==> src/rtl/cpv_pkg.sv <==
package cpv_pkg;
    localparam int PIN_W  = 3;
    localparam int VEC_W  = 8;
    localparam int BASE_W = VEC_W - PIN_W;
    localparam int NCTRL  = 2;   // index 0: primary, index 1: secondary

    typedef logic [PIN_W-1:0]  pin_t;
    typedef logic [BASE_W-1:0] base_t;
    typedef logic [VEC_W-1:0]  vec_t;

    typedef struct packed {
        logic vld;
        pin_t pin;
    } pinsel_t;

    function automatic vec_t make_vec(base_t b, pin_t p);
        return {b, p};
    endfunction

    function automatic logic vec_from_base(vec_t v, base_t b);
        return v[VEC_W-1:PIN_W] == b;
    endfunction

    function automatic pin_t vec_pin(vec_t v);
        return v[PIN_W-1:0];
    endfunction
endpackage

==> src/rtl/cpv_raise_track.sv <==
module cpv_raise_track (
    input  logic clk,
    input  logic rst,
    input  logic win_vld,
    input  logic accept,
    output logic raised,
    output logic pulse
);
    logic raised_q, pulse_q;

    always_ff @(posedge clk) begin
        if (rst) begin
            raised_q <= 1'b0;
            pulse_q  <= 1'b0;
        end else if (accept) begin
            raised_q <= 1'b0;
            pulse_q  <= 1'b0;
        end else if (!raised_q && win_vld) begin
            raised_q <= 1'b1;
            pulse_q  <= 1'b1;
        end else begin
            pulse_q  <= 1'b0;
        end
    end

    assign raised = raised_q;
    assign pulse  = pulse_q;
endmodule

==> src/rtl/cpv_vec_pick.sv <==
module cpv_vec_pick
    import cpv_pkg::*;
#(
    parameter int CASC_PIN = 2,
    parameter int SPUR_PIN = 7
) (
    input  pinsel_t m_win,
    input  pinsel_t s_win,
    input  base_t   m_base,
    input  base_t   s_base,
    input  logic    m_armed,
    output vec_t    vec
);
    localparam pin_t CASC = pin_t'(CASC_PIN);
    localparam pin_t SPUR = pin_t'(SPUR_PIN);

    always_comb begin
        if (!m_armed || !m_win.vld) begin
            vec = make_vec(m_base, SPUR);
        end else if (m_win.pin == CASC) begin
            vec = s_win.vld ? make_vec(s_base, s_win.pin) : make_vec(s_base, SPUR);
        end else begin
            vec = make_vec(m_base, m_win.pin);
        end
    end
endmodule

==> src/rtl/cpv_acc_route.sv <==
module cpv_acc_route
    import cpv_pkg::*;
#(
    parameter int CASC_PIN = 2
) (
    input  logic    go,
    input  vec_t    vec,
    input  base_t   s_base,
    output pinsel_t m_acc,
    output pinsel_t s_acc
);
    localparam pin_t CASC = pin_t'(CASC_PIN);

    always_comb begin
        m_acc = '0;
        s_acc = '0;
        if (go) begin
            if (vec_from_base(vec, s_base)) begin
                s_acc = '{vld: 1'b1, pin: vec_pin(vec)};
                m_acc = '{vld: 1'b1, pin: CASC};
            end else begin
                m_acc = '{vld: 1'b1, pin: vec_pin(vec)};
            end
        end
    end
endmodule

==> src/rtl/cpv_cascade_vec.sv <==
module cpv_cascade_vec
    import cpv_pkg::*;
#(
    parameter int CASC_PIN = 2,
    parameter int SPUR_PIN = 7
) (
    input  logic              clk,
    input  logic              rst,
    input  logic              m_win_vld,
    input  logic [PIN_W-1:0]  m_win_pin,
    input  logic              s_win_vld,
    input  logic [PIN_W-1:0]  s_win_pin,
    input  logic [BASE_W-1:0] m_base,
    input  logic [BASE_W-1:0] s_base,
    input  logic              ack,
    output logic              cpu_irq,
    output logic              casc_pulse,
    output logic [VEC_W-1:0]  vec_out,
    output logic              vec_vld,
    output logic              m_acc_vld,
    output logic [PIN_W-1:0]  m_acc_pin,
    output logic              s_acc_vld,
    output logic [PIN_W-1:0]  s_acc_pin
);
    pinsel_t m_win, s_win, m_acc, s_acc;
    vec_t    vec_comb;
    logic    m_raised_w;

    logic [NCTRL-1:0] win_a, acc_a, raised_a, pulse_a;

    assign m_win = '{vld: m_win_vld, pin: m_win_pin};
    assign s_win = '{vld: s_win_vld, pin: s_win_pin};

    assign win_a[0] = m_win_vld;
    assign win_a[1] = s_win_vld;
    assign acc_a[0] = m_acc.vld;
    assign acc_a[1] = s_acc.vld;

    for (genvar g = 0; g < NCTRL; g++) begin : g_trk
        cpv_raise_track u_trk (
            .clk     (clk),
            .rst     (rst),
            .win_vld (win_a[g]),
            .accept  (acc_a[g]),
            .raised  (raised_a[g]),
            .pulse   (pulse_a[g])
        );
    end

    assign m_raised_w = raised_a[0];

    cpv_vec_pick #(.CASC_PIN(CASC_PIN), .SPUR_PIN(SPUR_PIN)) u_pick (
        .m_win   (m_win),
        .s_win   (s_win),
        .m_base  (m_base),
        .s_base  (s_base),
        .m_armed (m_raised_w),
        .vec     (vec_comb)
    );

    cpv_acc_route #(.CASC_PIN(CASC_PIN)) u_route (
        .go     (ack && m_raised_w),
        .vec    (vec_comb),
        .s_base (s_base),
        .m_acc  (m_acc),
        .s_acc  (s_acc)
    );

    vec_t    vec_q;
    logic    vld_q;
    pinsel_t m_acc_q, s_acc_q;

    always_ff @(posedge clk) begin
        if (rst) begin
            vec_q   <= '0;
            vld_q   <= 1'b0;
            m_acc_q <= '0;
            s_acc_q <= '0;
        end else begin
            vld_q   <= ack;
            m_acc_q <= m_acc;
            s_acc_q <= s_acc;
            if (ack) vec_q <= vec_comb;
        end
    end

    assign cpu_irq    = pulse_a[0];
    assign casc_pulse = pulse_a[1];
    assign vec_out    = vec_q;
    assign vec_vld    = vld_q;
    assign m_acc_vld  = m_acc_q.vld;
    assign m_acc_pin  = m_acc_q.pin;
    assign s_acc_vld  = s_acc_q.vld;
    assign s_acc_pin  = s_acc_q.pin;
endmodule

==> config.mk <==
export PLATFORM = sky130hd
export DESIGN_NAME = cpv_cascade_vec
export DESIGN_NICKNAME = d
export VERILOG_FILES = /design/src/rtl/cpv_pkg.sv /design/src/rtl/cpv_raise_track.sv /design/src/rtl/cpv_vec_pick.sv /design/src/rtl/cpv_acc_route.sv /design/src/rtl/cpv_cascade_vec.sv
export SDC_FILE = /design/constraint.sdc
export NUM_CORES = 1
export LEC_CHECK = 0
export ABC_CLOCK_PERIOD_IN_PS = 2700
export BUFFER_PORTS_ARGS = -buffer_cell sky130_fd_sc_hd__buf_2
export CAP_MARGIN = 10
export CORE_AREA = 2 2 46 48
export CTS_CLUSTER_SIZE = 20
export DETAILED_ROUTE_END_ITERATION = 8
export DIE_AREA = 0 0 48 50
export PLACE_DENSITY = 0.88
export SLEW_MARGIN = 10
export SYNTH_ARGS = -nofsm -noshare
export SYNTH_HDL_FRONTEND = slang
export SYNTH_SLANG_ARGS = --single-unit
==> constraint.sdc <==
create_clock -name clk -period 2.7 [get_ports clk]
set_input_delay 0.405 -clock clk [delete_from_list [all_inputs] [get_ports clk]]
set_output_delay 0.405 -clock clk [all_outputs]
set_load 0.02 [all_outputs]
-- After elaboration in Yosys (flattened, before gate mapping)
Cells that the tools add are included.
- logic and storage cells: 36
- register bits after elaboration: 21
- input bits: 21
- equality and inequality tests: 2
- mux-type cells: 9
- reductions and logical operators: 12
- bitwise gates (word level): 2
- operators with widths (operator ; count):
    $mux W8 ; 2
    $mux W4 ; 3
    $mux W3 ; 2
    $reduce_or A2 Y1 ; 3
    $reduce_or A3 Y1 ; 2
    $eq A5 B5 Y1 ; 1
    $eq A3 B2 Y1 const B ; 1
    $logic_and A1 B1 Y1 ; 3
    $logic_not A1 Y1 ; 3
    $mux W1 ; 2
    $not A1 Y1 ; 2
    $logic_or A1 B1 Y1 ; 1

-- Longest topological paths before layout
- depth after elaboration: 7
- gate-level depth with buffers: 5
- mapped depth without buffers: 4

-- Hierarchy
Synthesis repeated with hierarchy kept, for this count alone.
- cell total of the unflattened synthesis: 93
- area, all modules: 938.4 µm²
- modules (own cells, without submodules) (module ; area an instance (µm²) ; cells each ; instances ; sequential area each (µm²)):
    cpv_cascade_vec ; 533.0 ; 45 ; 1 ; 340.3
    cpv_vec_pick ; 138.9 ; 17 ; 1 ; 0.0
    cpv_raise_track ; 68.8 ; 5 ; 2 ; 40.0
    cpv_acc_route ; 128.9 ; 21 ; 1 ; 0.0

-- Worst setup path before layout
Ideal clock, no wire load.
- path kind: input port to flip-flop
- start point: in m_win_pin[2]
- end point: reg vec_q[1], in the netlist vec_out[1]
- cell stages on the path: 3
- required time: 2.566 ns
- data arrival time: 1.206 ns
- setup slack: 1.360 ns
- setup time: 0.134 ns
- path through: or4b_1 a21oi_1 a211oi_1
- longest elaborated chain between the ends: 3
- ends and longest elaborated chain (element ; line ; source):
    start, declared ; cpv_cascade_vec.sv:10 ; input logic [PIN_W-1:0] m_win_pin,
    $eq A3 B2 Y1 ; cpv_vec_pick.sv:20 ; end else if (m_win.pin == CASC) begin
    $mux W8 ; cpv_vec_pick.sv:20 ;
    $mux W8 ; cpv_vec_pick.sv:18 ; if (!m_armed || !m_win.vld) begin
    end signal, assigned ; cpv_cascade_vec.sv:83 ; if (ack) vec_q <= vec_comb;
    end, declared ; cpv_cascade_vec.sv:69 ; vec_t vec_q;
Every way passes these cells.
A chain may end at the register's enable or synchronous reset.

-- Worst setup path after layout
- start point: reg g_trk[0].u_trk.raised_q
- end point: reg g_trk[1].u_trk.raised_q
- longest elaborated chain between the ends: 7
- elaborated cells between the ends (all ways): 8
- classes of those cells: eq/ne: 1; mux: 3; reduce/logical: 4
- ends and longest elaborated chain (element ; line ; source):
    start, declared ; cpv_raise_track.sv:9 ; logic raised_q, pulse_q;
    start signal, assigned ; cpv_raise_track.sv:13 ; raised_q <= 1'b0;
    start signal, assigned ; cpv_raise_track.sv:16 ; raised_q <= 1'b0;
    start signal, assigned ; cpv_raise_track.sv:19 ; raised_q <= 1'b1;
    $logic_not A1 Y1 ; cpv_vec_pick.sv:18 ;
    $logic_or A1 B1 Y1 ; cpv_vec_pick.sv:18 ;
    $mux W8 ; cpv_vec_pick.sv:18 ;
    $eq A5 B5 Y1 ; cpv_pkg.sv:21 ; return v[VEC_W-1:PIN_W] == b;
    $mux W4 ; cpv_acc_route.sv:18 ; if (vec_from_base(vec, s_base)) begin
    $mux W4 (*) ; cpv_acc_route.sv:17 ; if (go) begin
    $reduce_or A2 Y1 (no line) (*) ; -- ;
    end signal, assigned ; cpv_raise_track.sv:13 ;
    end signal, assigned ; cpv_raise_track.sv:16 ;
    end signal, assigned ; cpv_raise_track.sv:19 ;
    end, declared ; cpv_raise_track.sv:9 ;
Every way passes the cells marked *; elsewhere a longest branch is shown, timed or not.

==> impl_metrics.ini <==
[die]
die_h_um = 50
fp.dieArea_mm2 = 0.002400
die_w_um = 48
placementRows = 16
ios = 40
core_mm2 = 0.001902
initial_core_util_pct = 45.00

[global_routing]
grt.busiest_layer = met2
grt_pass1_vias = 651
grt_use_total_pct = 15.98
antenna_found_initial = 0
met3_usage_pct = 2.198
grt_pass1_wl_um = 2808
use_met2_pct = 24.67
grt_max_degree = 20
grt_overflow = 0
grt_util_met1_pct = 20.81

[critical_path]
regToRegSetupSlack_ns = 1.34
max_stage_delay_ns = 0.45
cp_max_fo = 7
critical_path.cell_chain = nand2_2, nand4b_4, o21ai_0, a311oi_1
rr_startpoint = g_trk[0].u_trk.raised$_SDFFE_PP0P_
cp-start-kind = flip-flop
worst-setup-path-type = reg -> reg
critPathArrivalTime_ns = 1.52
cp-end-kind = flip-flop
critical_path_required_ns = 2.87
critPathLaunch = g_trk[0].u_trk.raised$_SDFFE_PP0P_
slowest_stage = dfxtp_1

[drt]
first_pass_iters = 4
viasPerCell = 5.026
routedWlPerCell_um = 11.80
ant_nets = 0
routed_wl_um = 1793
drc_errors = 0
vias = 764
drtIter0Drc = 10

[timing]
slew-limit-headroom_pct = 71.95
final-setup-viol-count = 0
period_needed_ns = 1.357
tightest_slew_ns = 0.4179
skew_ns = 0.001229
worst_slack_ns = 1.343
tns_ns = 0
hold_viol = 0
rsz0062_at_grt = false
fmax_ghz = 0.7371
post-route-period-util_pct = 50.25
maxSlewViolCount = 0

[power_and_ir_drop]
power_switching_share_pct = 26.55
p_comb_share_pct = 17.2
irDropWorstVdd_mv = 0.2104
totalPowerFinal_mw = 0.5756
p_int_mw = 0.4228
powerDensity_mw_per_mm2 = 526.4
seq_power_share_pct = 57.7
pwr-share-clk_pct = 25.1
switchingPower_mw = 0.1528
p_leak_nw = 0.5335

[final_layout]
final_cell_mix = buf_2, dfxtp_1, nor2_1
final_util_pct = 57.50
num_antenna_cells = 0
final_layout_size_suffix_gt1_share_pct = 37.60
mostFrequentLayoutCell = buf_2
finish.net_count = 147
syn2layout_area_growth_pct = 27.78

[clocking]
cts.path.max_buffers = 2
h-tree-depth = 1
cts_buffers = 3
cts.sinks = 21
ctsResizeCount = 0
cts_tree = yes
cts-root-buf = clkbuf_4
clkLatencyLatePin_ns = 0.29
postCtsSetupBuffers = 0
cts_hold_buf = 0
cts.clk_slew.worst_paths_ns = 0.11

[placement]
place_congestion = 0.8387
hpwl_um = 1369
dp_slack_ns = 1.220
io_buffers = 39

[run]
maxCapViolCount = 0

[yosys]
synth.top_cell.area_share_pct = 49.12
ys_types = 23
ys_warn_count = 0
synth_top_cell_by_area = dfxtp_1
ys_seq_area_share_pct = 49.12
avgSynthCellArea_um2 = 9.951
synth-seq-cells = 21
yosys-top-cells-area = dfxtp_1, nor2_1, mux2i_1, a211oi_1, xnor2_1
syn_inst = 86
syn_area_um2 = 855.8
synthesis.nets = 107

[min_path]
min_from = m_win_vld
min_path_type = in -> reg

[status]
status = complete, no violations
## power groups by stage
stage | combinational (mW) | clock [mW] | sequential [mW]
CTS | 0.0992 | 0.147 | 0.332
global route | 0.109 | 0.168 | 0.334
floorplan | 0.0436 | 0 | 0.356
detailed placement | 0.0989 | 0 | 0.339
global placement | 0.0964 | 0 | 0.339
finish | 0.0989 | 0.145 | 0.332
## stage by stage
| stage | hold slack (ns) | cell area, um2 | std cells |
|---|---|---|---|
| final | 0.4060 | 1094 | 152 |
| after global placement | 0.4743 | 1067 | 148 |
| after global routing | 0.3834 | 1094 | 152 |
| after detailed placement | 0.4807 | 1067 | 148 |
| after floorplan | 0.4767 | 855.8 | 86 |
| after CTS | 0.3959 | 1094 | 152 |
## routing by layer
layer | routed length, um | share of wire, %
met3 | 102 | 5.7
met2 | 881 | 49
met1 | 775 | 43
met5 | 0 | 0
met4 | 34 | 1.9
## final timing paths
path / to / cells after the start
worst max-delay path: g_trk[1].u_trk.raised$_SDFFE_PP0P_ / 4
worst max register to register: g_trk[1].u_trk.raised$_SDFFE_PP0P_ / 4
worst min register to register: vec_out[5]$_SDFFE_PP0P_ / 2
worst min-delay path: g_trk[0].u_trk.raised$_SDFFE_PP0P_ / 3
## state kept, by name, summed over array words and instances, names as in the netlist
name,cells
g_trk.u_trk.raised,2
m_acc_vld,1
s_acc_vld,1
vec_out,8
s_acc_pin,3
vec_vld,1
g_trk.u_trk.pulse,2
m_acc_pin,3
## cell usage after synthesis (all sizes together)
cell type / number
a211oi: 8
o21a: 2
xnor2: 5
mux2i: 6
or4b: 1
nand3: 1
nand2: 3
nor3b: 2
nand4b: 1
nor4: 1
inv: 3
dfxtp: 21
nor2: 17
a21oi: 1
clkbuf: 2
nand2b: 4
nor3: 1
a311oi: 3
o31a: 1
o21ai: 1
buf: 2
## cell type report
| type | count | area [um2] |
|---|---|---|
| inverter | 3 | 11.26 |
| clock buffer | 4 | 26.28 |
| sequential | 21 | 420.4 |
| tap | 27 | 33.78 |
| fill | 171 | 808.3 |
| multi-input combinational | 58 | 406.6 |
| timing repair buffer | 39 | 195.2 |
## logic make-up after synthesis
kind of cell / count (synthesis) / share of synthesized area [%]
xor gates and xnor gates: 5 / 5.117
AOI/OAI and AO/OA: 16 / 15.06
and+or+nand+nor: 31 / 20.32
DFF: 21 / 49.12
muxes: 6 / 7.018
buffers and inverters: 7 / 3.363
## worst max-delay path, delay by kind of cell, from the launching register on
family | cells | cell delay (ns)
AO/OA/AOI/OAI | 2 | 0.38
AND/OR/NAND/NOR | 2 | 0.40
flip-flops | 1 | 0.45
Power figures use the tool's default switching activity.
